--- src/rtl/icd_pkg.sv ---
package icd_pkg;
  function automatic int cnt_width(input int div);
    return (div > 1) ? $clog2(div) : 1;
  endfunction
endpackage

--- src/rtl/icd_sync.sv ---
module icd_sync #(
  parameter int NPINS = 4
) (
  input  logic             clk,
  input  logic             rst,
  input  logic [NPINS-1:0] pin_i,
  output logic [NPINS-1:0] lvl_o
);
  logic [NPINS-1:0] meta_q;

  always_ff @(posedge clk) begin
    if (rst) begin
      meta_q <= pin_i;
      lvl_o  <= pin_i;
    end else begin
      meta_q <= pin_i;
      lvl_o  <= meta_q;
    end
  end
endmodule

--- src/rtl/icd_tick.sv ---
module icd_tick #(
  parameter int TICK_DIV = 4
) (
  input  logic clk,
  input  logic rst,
  output logic tick_o
);
  import icd_pkg::*;
  localparam int CW = cnt_width(TICK_DIV);
  localparam logic [CW-1:0] LAST = CW'(TICK_DIV - 1);

  logic [CW-1:0] cnt_q;

  assign tick_o = (cnt_q == LAST);

  always_ff @(posedge clk) begin
    if (rst)         cnt_q <= '0;
    else if (tick_o) cnt_q <= '0;
    else             cnt_q <= cnt_q + 1'b1;
  end
endmodule

--- src/rtl/icd_filter.sv ---
module icd_filter (
  input  logic clk,
  input  logic rst,
  input  logic raw_i,
  input  logic lvl_i,
  input  logic tick_i,
  output logic evt_o
);
  logic acc_q;
  logic prev_q;

  assign evt_o = tick_i && (lvl_i != acc_q) && (lvl_i == prev_q);

  always_ff @(posedge clk) begin
    if (rst) begin
      acc_q  <= raw_i;
      prev_q <= raw_i;
    end else if (tick_i) begin
      prev_q <= lvl_i;
      if (evt_o) acc_q <= lvl_i;
    end
  end
endmodule

--- src/rtl/icd_top.sv ---
module icd_top #(
  parameter int NPINS    = 4,
  parameter int TICK_DIV = 4
) (
  input  logic               clk,
  input  logic               rst,
  input  logic [NPINS-1:0]   pin_i,
  input  logic               rd_i,
  input  logic [NPINS-1:0]   en_i,
  output logic [2*NPINS-1:0] stat_o,
  output logic               irq_o
);
  logic [NPINS-1:0] lvl;
  logic [NPINS-1:0] evt;
  logic [NPINS-1:0] flag_q;
  logic             tick;

  icd_sync #(.NPINS(NPINS)) u_sync (
    .clk(clk), .rst(rst), .pin_i(pin_i), .lvl_o(lvl)
  );

  icd_tick #(.TICK_DIV(TICK_DIV)) u_tick (
    .clk(clk), .rst(rst), .tick_o(tick)
  );

  for (genvar g = 0; g < NPINS; g++) begin : g_pin
    icd_filter u_filt (
      .clk(clk), .rst(rst), .raw_i(pin_i[g]), .lvl_i(lvl[g]),
      .tick_i(tick), .evt_o(evt[g])
    );

    always_ff @(posedge clk) begin
      if (rst)         flag_q[g] <= 1'b0;
      else if (evt[g]) flag_q[g] <= 1'b1;
      else if (rd_i)   flag_q[g] <= 1'b0;
    end
  end

  always_ff @(posedge clk) begin
    if (rst)                irq_o <= 1'b0;
    else if (|(evt & en_i)) irq_o <= 1'b1;
    else if (rd_i)          irq_o <= 1'b0;
  end

  assign stat_o = {flag_q, lvl};
endmodule

--- config.mk ---
export PLATFORM = sky130hd
export DESIGN_NAME = icd_top
export DESIGN_NICKNAME = d
export VERILOG_FILES = /design/src/rtl/icd_pkg.sv /design/src/rtl/icd_sync.sv /design/src/rtl/icd_tick.sv /design/src/rtl/icd_filter.sv /design/src/rtl/icd_top.sv
export SDC_FILE = /design/constraint.sdc
export NUM_CORES = 1
export LEC_CHECK = 0
export BUFFER_PORTS_ARGS = -buffer_cell sky130_fd_sc_hd__buf_2
export CAP_MARGIN = 40
export CORE_MARGIN = 2
export CORE_UTILIZATION = 30
export CTS_CLUSTER_SIZE = 24
export DETAILED_ROUTE_END_ITERATION = 8
export HOLD_SLACK_MARGIN = 0.12
export PLACE_DENSITY = 0.57
export SYNTH_ARGS = -nofsm -noshare
export SYNTH_HDL_FRONTEND = slang
export SYNTH_SLANG_ARGS = --single-unit
--- constraint.sdc ---
create_clock -name clk -period 1.5 [get_ports clk]
set_clock_uncertainty 0.15 [all_clocks]
set_input_delay 0.3 -clock clk [delete_from_list [all_inputs] [get_ports clk]]
set_output_delay 0.3 -clock clk [all_outputs]
set_load 0.01 [all_outputs]
# After elaboration in Yosys (flattened, before gate mapping)
# Cells that the tools add are included.
# W data, S select, Z words.
[totals] ramBits=0 romBits=0 in_bits=11 elab_cells=78 latchBits=0 n_memories=0 reg_bits=23 out_inout_bits=9
[classes] div_mod_pow=0 shift=0 add_sub_neg=1 n_reduce_logical=24 eq_ne=9 n_lt_le_gt_ge=0 mux=27 multipliers=0 bitwise=1
[ops] op="$mux W1" count=26
[ops] op="$reduce_bool A2 Y1" count=10
[ops] op="$logic_and A1 B1 Y1" count=8
[ops] op="$reduce_and A2 Y1" count=4
[ops] op="$and A4 B4 Y4" count=1
[ops] op="$eq A1 B1 Y1" count=4
[ops] op="$mux W4" count=1
[ops] op="$ne A1 B1 Y1" count=4
[ops] op="$reduce_or A4 Y1" count=1
[ops] op="$add A2 B1 Y2 const B" count=1
[ops] op="$eq A2 B2 Y1 const B" count=1
[ops] op="$reduce_or A2 Y1" count=1

# Logic depth before layout (Yosys ltp)
[depth] word_depth=6 depth_mapped=4 ltp_nobuf=4

# By module
# From an unflattened synthesis, not the netlist that was laid out.
[unflattened] hier_cells=74 area_unflattened_um2=937.1
[modules_own_cells] mod="icd_filter" seq_area_each_um2=60.1 area_each_um2=117.6 cells_each=9 n_inst=4
[modules_own_cells] mod="icd_sync" seq_area_each_um2=160.2 area_each_um2=205.2 cells_each=12 n_inst=1
[modules_own_cells] mod="icd_top" seq_area_each_um2=100.1 area_each_um2=186.4 cells_each=21 n_inst=1
[modules_own_cells] mod="icd_tick" seq_area_each_um2=40.0 area_each_um2=75.1 cells_each=5 n_inst=1

# Least setup slack after synthesis
# Ideal clock, no wire load.
[synth_path] path_type="reg2reg" from="reg u_tick.cnt_q[0]" to="reg g_pin[0].u_filt.prev_q, enable pin" arrival_ns=0.900 period_less_slack_ns=1.313 path_stages_with_launch=3 path_slack_ns=0.187 path_buffers=0 setup_time_ns=0.264 t_required_ns=1.086 cell_sequence="dfxtp_1 > ha_1 > or2_2"
[synth_between] elab_chain_cells=2
[synth_lines] element="start: declaration" line_no="icd_tick.sv:12" rtl="logic [CW-1:0] cnt_q;"
[synth_lines] element="start signal: assignment" line_no="icd_tick.sv:19" rtl="else cnt_q <= cnt_q + 1'b1;"
[synth_lines] element="$eq A2 B2 Y1" line_no="icd_tick.sv:14" rtl="assign tick_o = (cnt_q == LAST);"
[synth_lines] element="$reduce_bool A2 Y1 (no source line)"
[synth_lines] element="end signal: assignment" line_no="icd_filter.sv:17" rtl="prev_q <= raw_i;"
[synth_lines] element="end signal: assignment" line_no="icd_filter.sv:19" rtl="prev_q <= lvl_i;"
[synth_lines] element="end: declaration" line_no="icd_filter.sv:10" rtl="logic prev_q;"
# No other way between the ends.
# A chain may end at the register's enable or synchronous reset.

# Final worst setup path
[layout_path] from="reg u_tick.cnt_q[0]" to="reg g_pin[3].u_filt.prev_q, enable pin"
[layout_between] elab_chain_cells=2
[layout_lines] element="$eq A2 B2 Y1" line_no="icd_tick.sv:14"
[layout_lines] element="$reduce_bool A2 Y1 (no source line)"
[layout_lines] element="end signal: assignment" line_no="icd_filter.sv:17"
[layout_lines] element="end signal: assignment" line_no="icd_filter.sv:19"
[layout_lines] element="end: declaration" line_no="icd_filter.sv:10"
# No other way between the ends.

==> summary.txt <==
=================================================================================================
Result of the run                                                                    finished clean
Post-CTS setup buffer count                                                                     0
Iter 0 DRT Violations                                                                          16
Mapped Avg Cell Area                                                                     10.3 um2
Slew headroom                                                                               77.9%
Pwr/cell area                                                                         1040 mW/mm2
DRT Pass-1 Iters                                                                                2
Register area share after synthesis                                                         60.9%
Clock buffer count from CTS                                                                     3
Number of diodes added for antenna fixing                                                       0
Clock Sink Count                                                                               23
Worst hold-check path type                                                           input pin to flip-flop
Category of the most critical setup path                                             flip-flop to flip-flop
Routed vias                                                                                   631
Number of distinct library cell variants in the gate-level netlist after synthesis             22
Worst vdd rail ir drop                                                                     816 uV
Critical path fanouts, max                                                                      7
Antenna Nets Post-Route                                                                         0
Commonest cells after routing, fill and taps aside                                   sky130_fd_sc_hd__buf_2 (19), sky130_fd_sc_hd__dfxtp_1 (15), sky130_fd_sc_hd__inv_1 (12)
Startpoint types                                                                        flip-flop
Synth warnings                                                                                  0
Hold path startpoint                                                                      en_i[0]
Global routing usage summed across all routing layers                                       9.76%
Slew at the pin closest to its max-slew limit                                            0.331 ns
Crit share post-route                                                                       93.2%
Number of filler instances in the final layout                                                283
TritonCTS clock tree                                                                        built
Maximum number of pins on one net before global-route repair                                   23
Die W                                                                                     58.4 um
Clock root cell                                                                      sky130_fd_sc_hd__clkbuf_4
Power consumption                                                                         1.10 mW
Max-slew violation count                                                                        0
Data arrival time of the worst path                                                       1.30 ns
Clock input transition at the sequential cells of the worst setup and hold paths          0.12 ns
Effective utilization at floorplan                                                          31.9%
Die outline area                                                                      0.00341 mm2
Mapped Area                                                                               887 um2
Detailed-route DRC error count                                                                  0
Average routed wire per standard cell                                                     10.6 um
Height of the die                                                                         58.4 um
Number of failing hold endpoints at the final stage                                             0
Setup Total Neg Slack                                                                        0 ns
Maximum achievable frequency                                                            0.715 GHz
# Max-Cap Violations                                                                            0
Proportion of layout cells with a drive suffix above 1                                      24.3%
Wire length of the first global-routing pass                                              2.48 mm
Ports placed on the boundary                                                                   20
Most frequent standard cell in the layout excluding fill and tap cells               sky130_fd_sc_hd__buf_2
Number of nets in the synthesized netlist                                                      98
Worst skew pair latency                                                                   0.30 ns
DPL Wire Length                                                                           1.10 mm
Register bit count reported by yosys                                                           23
Sum of overflow across all layers after global routing                                          0
Worst Setup SP                                                                       u_tick.cnt_q[0]$_SDFF_PP0_
Number of setup violations in the final report                                                  0
Cell type with the highest aggregate area in the netlist                             sky130_fd_sc_hd__dfxtp_1
Reg2reg start                                                                        u_tick.cnt_q[0]$_SDFF_PP0_
RSZ-0062 raised after global routing                                                        false
Hold Worst Slack                                                                         0.173 ns
Mean number of vias per cell                                                                 4.57
Layout net count                                                                              120
Placeable core area                                                                   0.00278 mm2
Bufs on Longest Clock Path                                                                      2
Port Buf Inserts                                                                               19
Required time worst endpoint                                                              1.41 ns
Standard-cell rows                                                                             19
Area delta synth->final                                                                     18.9%
H-tree depth                                                                                    1
Via count of the first global-routing pass                                                    590
Top post-synthesis cells by area                                                     sky130_fd_sc_hd__dfxtp_1 (34%), sky130_fd_sc_hd__edfxtp_1 (27%), sky130_fd_sc_hd__o21ai_0 (5.1%), sky130_fd_sc_hd__inv_1 (5.1%), sky130_fd_sc_hd__nand2_1 (4.2%)
Nature of the critical path endpoint                                                    flip-flop
Final weighted congestion in routability-driven placement                                   0.709
Leakage power of the design                                                              0.471 nW
Cells after Synth                                                                              86
Final critical delay including setup and external delays                                  1.40 ns
Fraction of post-synthesis cell area in the top cell type by area                           33.9%
Total routed wirelength                                                                   1.46 mm
Initial antenna violation count                                                                 0
=================================================================================================
-- synthesized netlist by cell type (all sizes together) --
master,n
o211ai,1
dfxtp,15
o22a,1
and3b,2
clkbuf,2
or2,1
inv,12
edfxtp,8
nor2,2
o22ai,1
nand2b,5
a31oi,1
nand2,10
ha,1
a21oi,4
a32oi,1
nor3b,4
buf,4
o21ai,11
-- metrics by stage --
| stage | setup slack (ns) | cells | area (um2) | utilization (%) |
|---|---|---|---|---|
| floorplan | 0.187 | 86 | 887 | - |
| detailed placement | 0.108 | 130 | 983 | 35.4 |
| CTS | 0.0900 | 138 | 1050 | 37.7 |
| global placement | 0.113 | 130 | 983 | 35.4 |
| global route | 0.0384 | 138 | 1050 | 37.9 |
| finish | 0.102 | 138 | 1050 | 37.9 |
-- sequential cells by signal, summed over array words and instances (netlist names) --
signal and count:
g_pin.u_filt.acc_q 4, irq_o 1, stat_o 4, u_sync.meta_q 4, u_tick.cnt_q 2, u_sync.lvl_o 4
g_pin.u_filt.prev_q 4
-- final cells by class --
cell class                 count  area (um2)  area share, %
sequential                    23         541           51.2
multi-input combinational     45         269           25.5
timing repair buffer          23         135           12.8
inverter                      12        45.0           4.27
tap                           31        38.8           3.68
clock buffer                   4        26.3           2.49
-- what timing repair did --
| action | 4_1_cts | 5_1_grt |
|---|---|---|
| hold buffers | 4 | 0 |
| setup endpoints to repair | 0 | 1 |
| hold endpoints to repair | 8 | 0 |
| resized for setup | 0 | 1 |
-- cells by family (layout without fill, tap and decap cells) --
kind of cell / after synthesis / in the layout / share of synthesized area [%]
simple gates: 24 / 24 / 15.2
flops: 23 / 23 / 60.9
compound gates: 20 / 20 / 13.1
buf+inv: 18 / 39 / 9.31
fa+ha+maj: 1 / 1 / 1.41
-- critical path: stages, from the launching register on --
cell and delay, ns:
sky130_fd_sc_hd__dfxtp_1 0.33, sky130_fd_sc_hd__ha_1 0.28, sky130_fd_sc_hd__or2_2 0.39
-- per-layer routing --
layer	track usage (%)	part of all wire [%]	vias up
li1	-	-	324
met1	11.5	47	291
met2	15.4	46	14
met3	5.05	6.2	2
met4	2.99	0.89	0
met5	0	0	-
-- power by group --
group	total (mW)	internal, mW	switching [mW]
sequential	0.713	0.692	0.0207
combinational	0.113	0.0534	0.0598
clock	0.273	0.104	0.170
-- final timing paths --
path	to	slack [ns]	cells past startpoint
worst min register to register	u_tick.cnt_q[0]$_SDFF_PP0_	0.28	1
worst max-delay path	g_pin[3].u_filt.prev_q$_DFFE_PP_	0.10	2
worst max register to register	g_pin[3].u_filt.prev_q$_DFFE_PP_	0.10	2
worst min-delay path	irq_o$_SDFFE_PP0P_	0.17	3
Power figures use the tool's default switching activity.
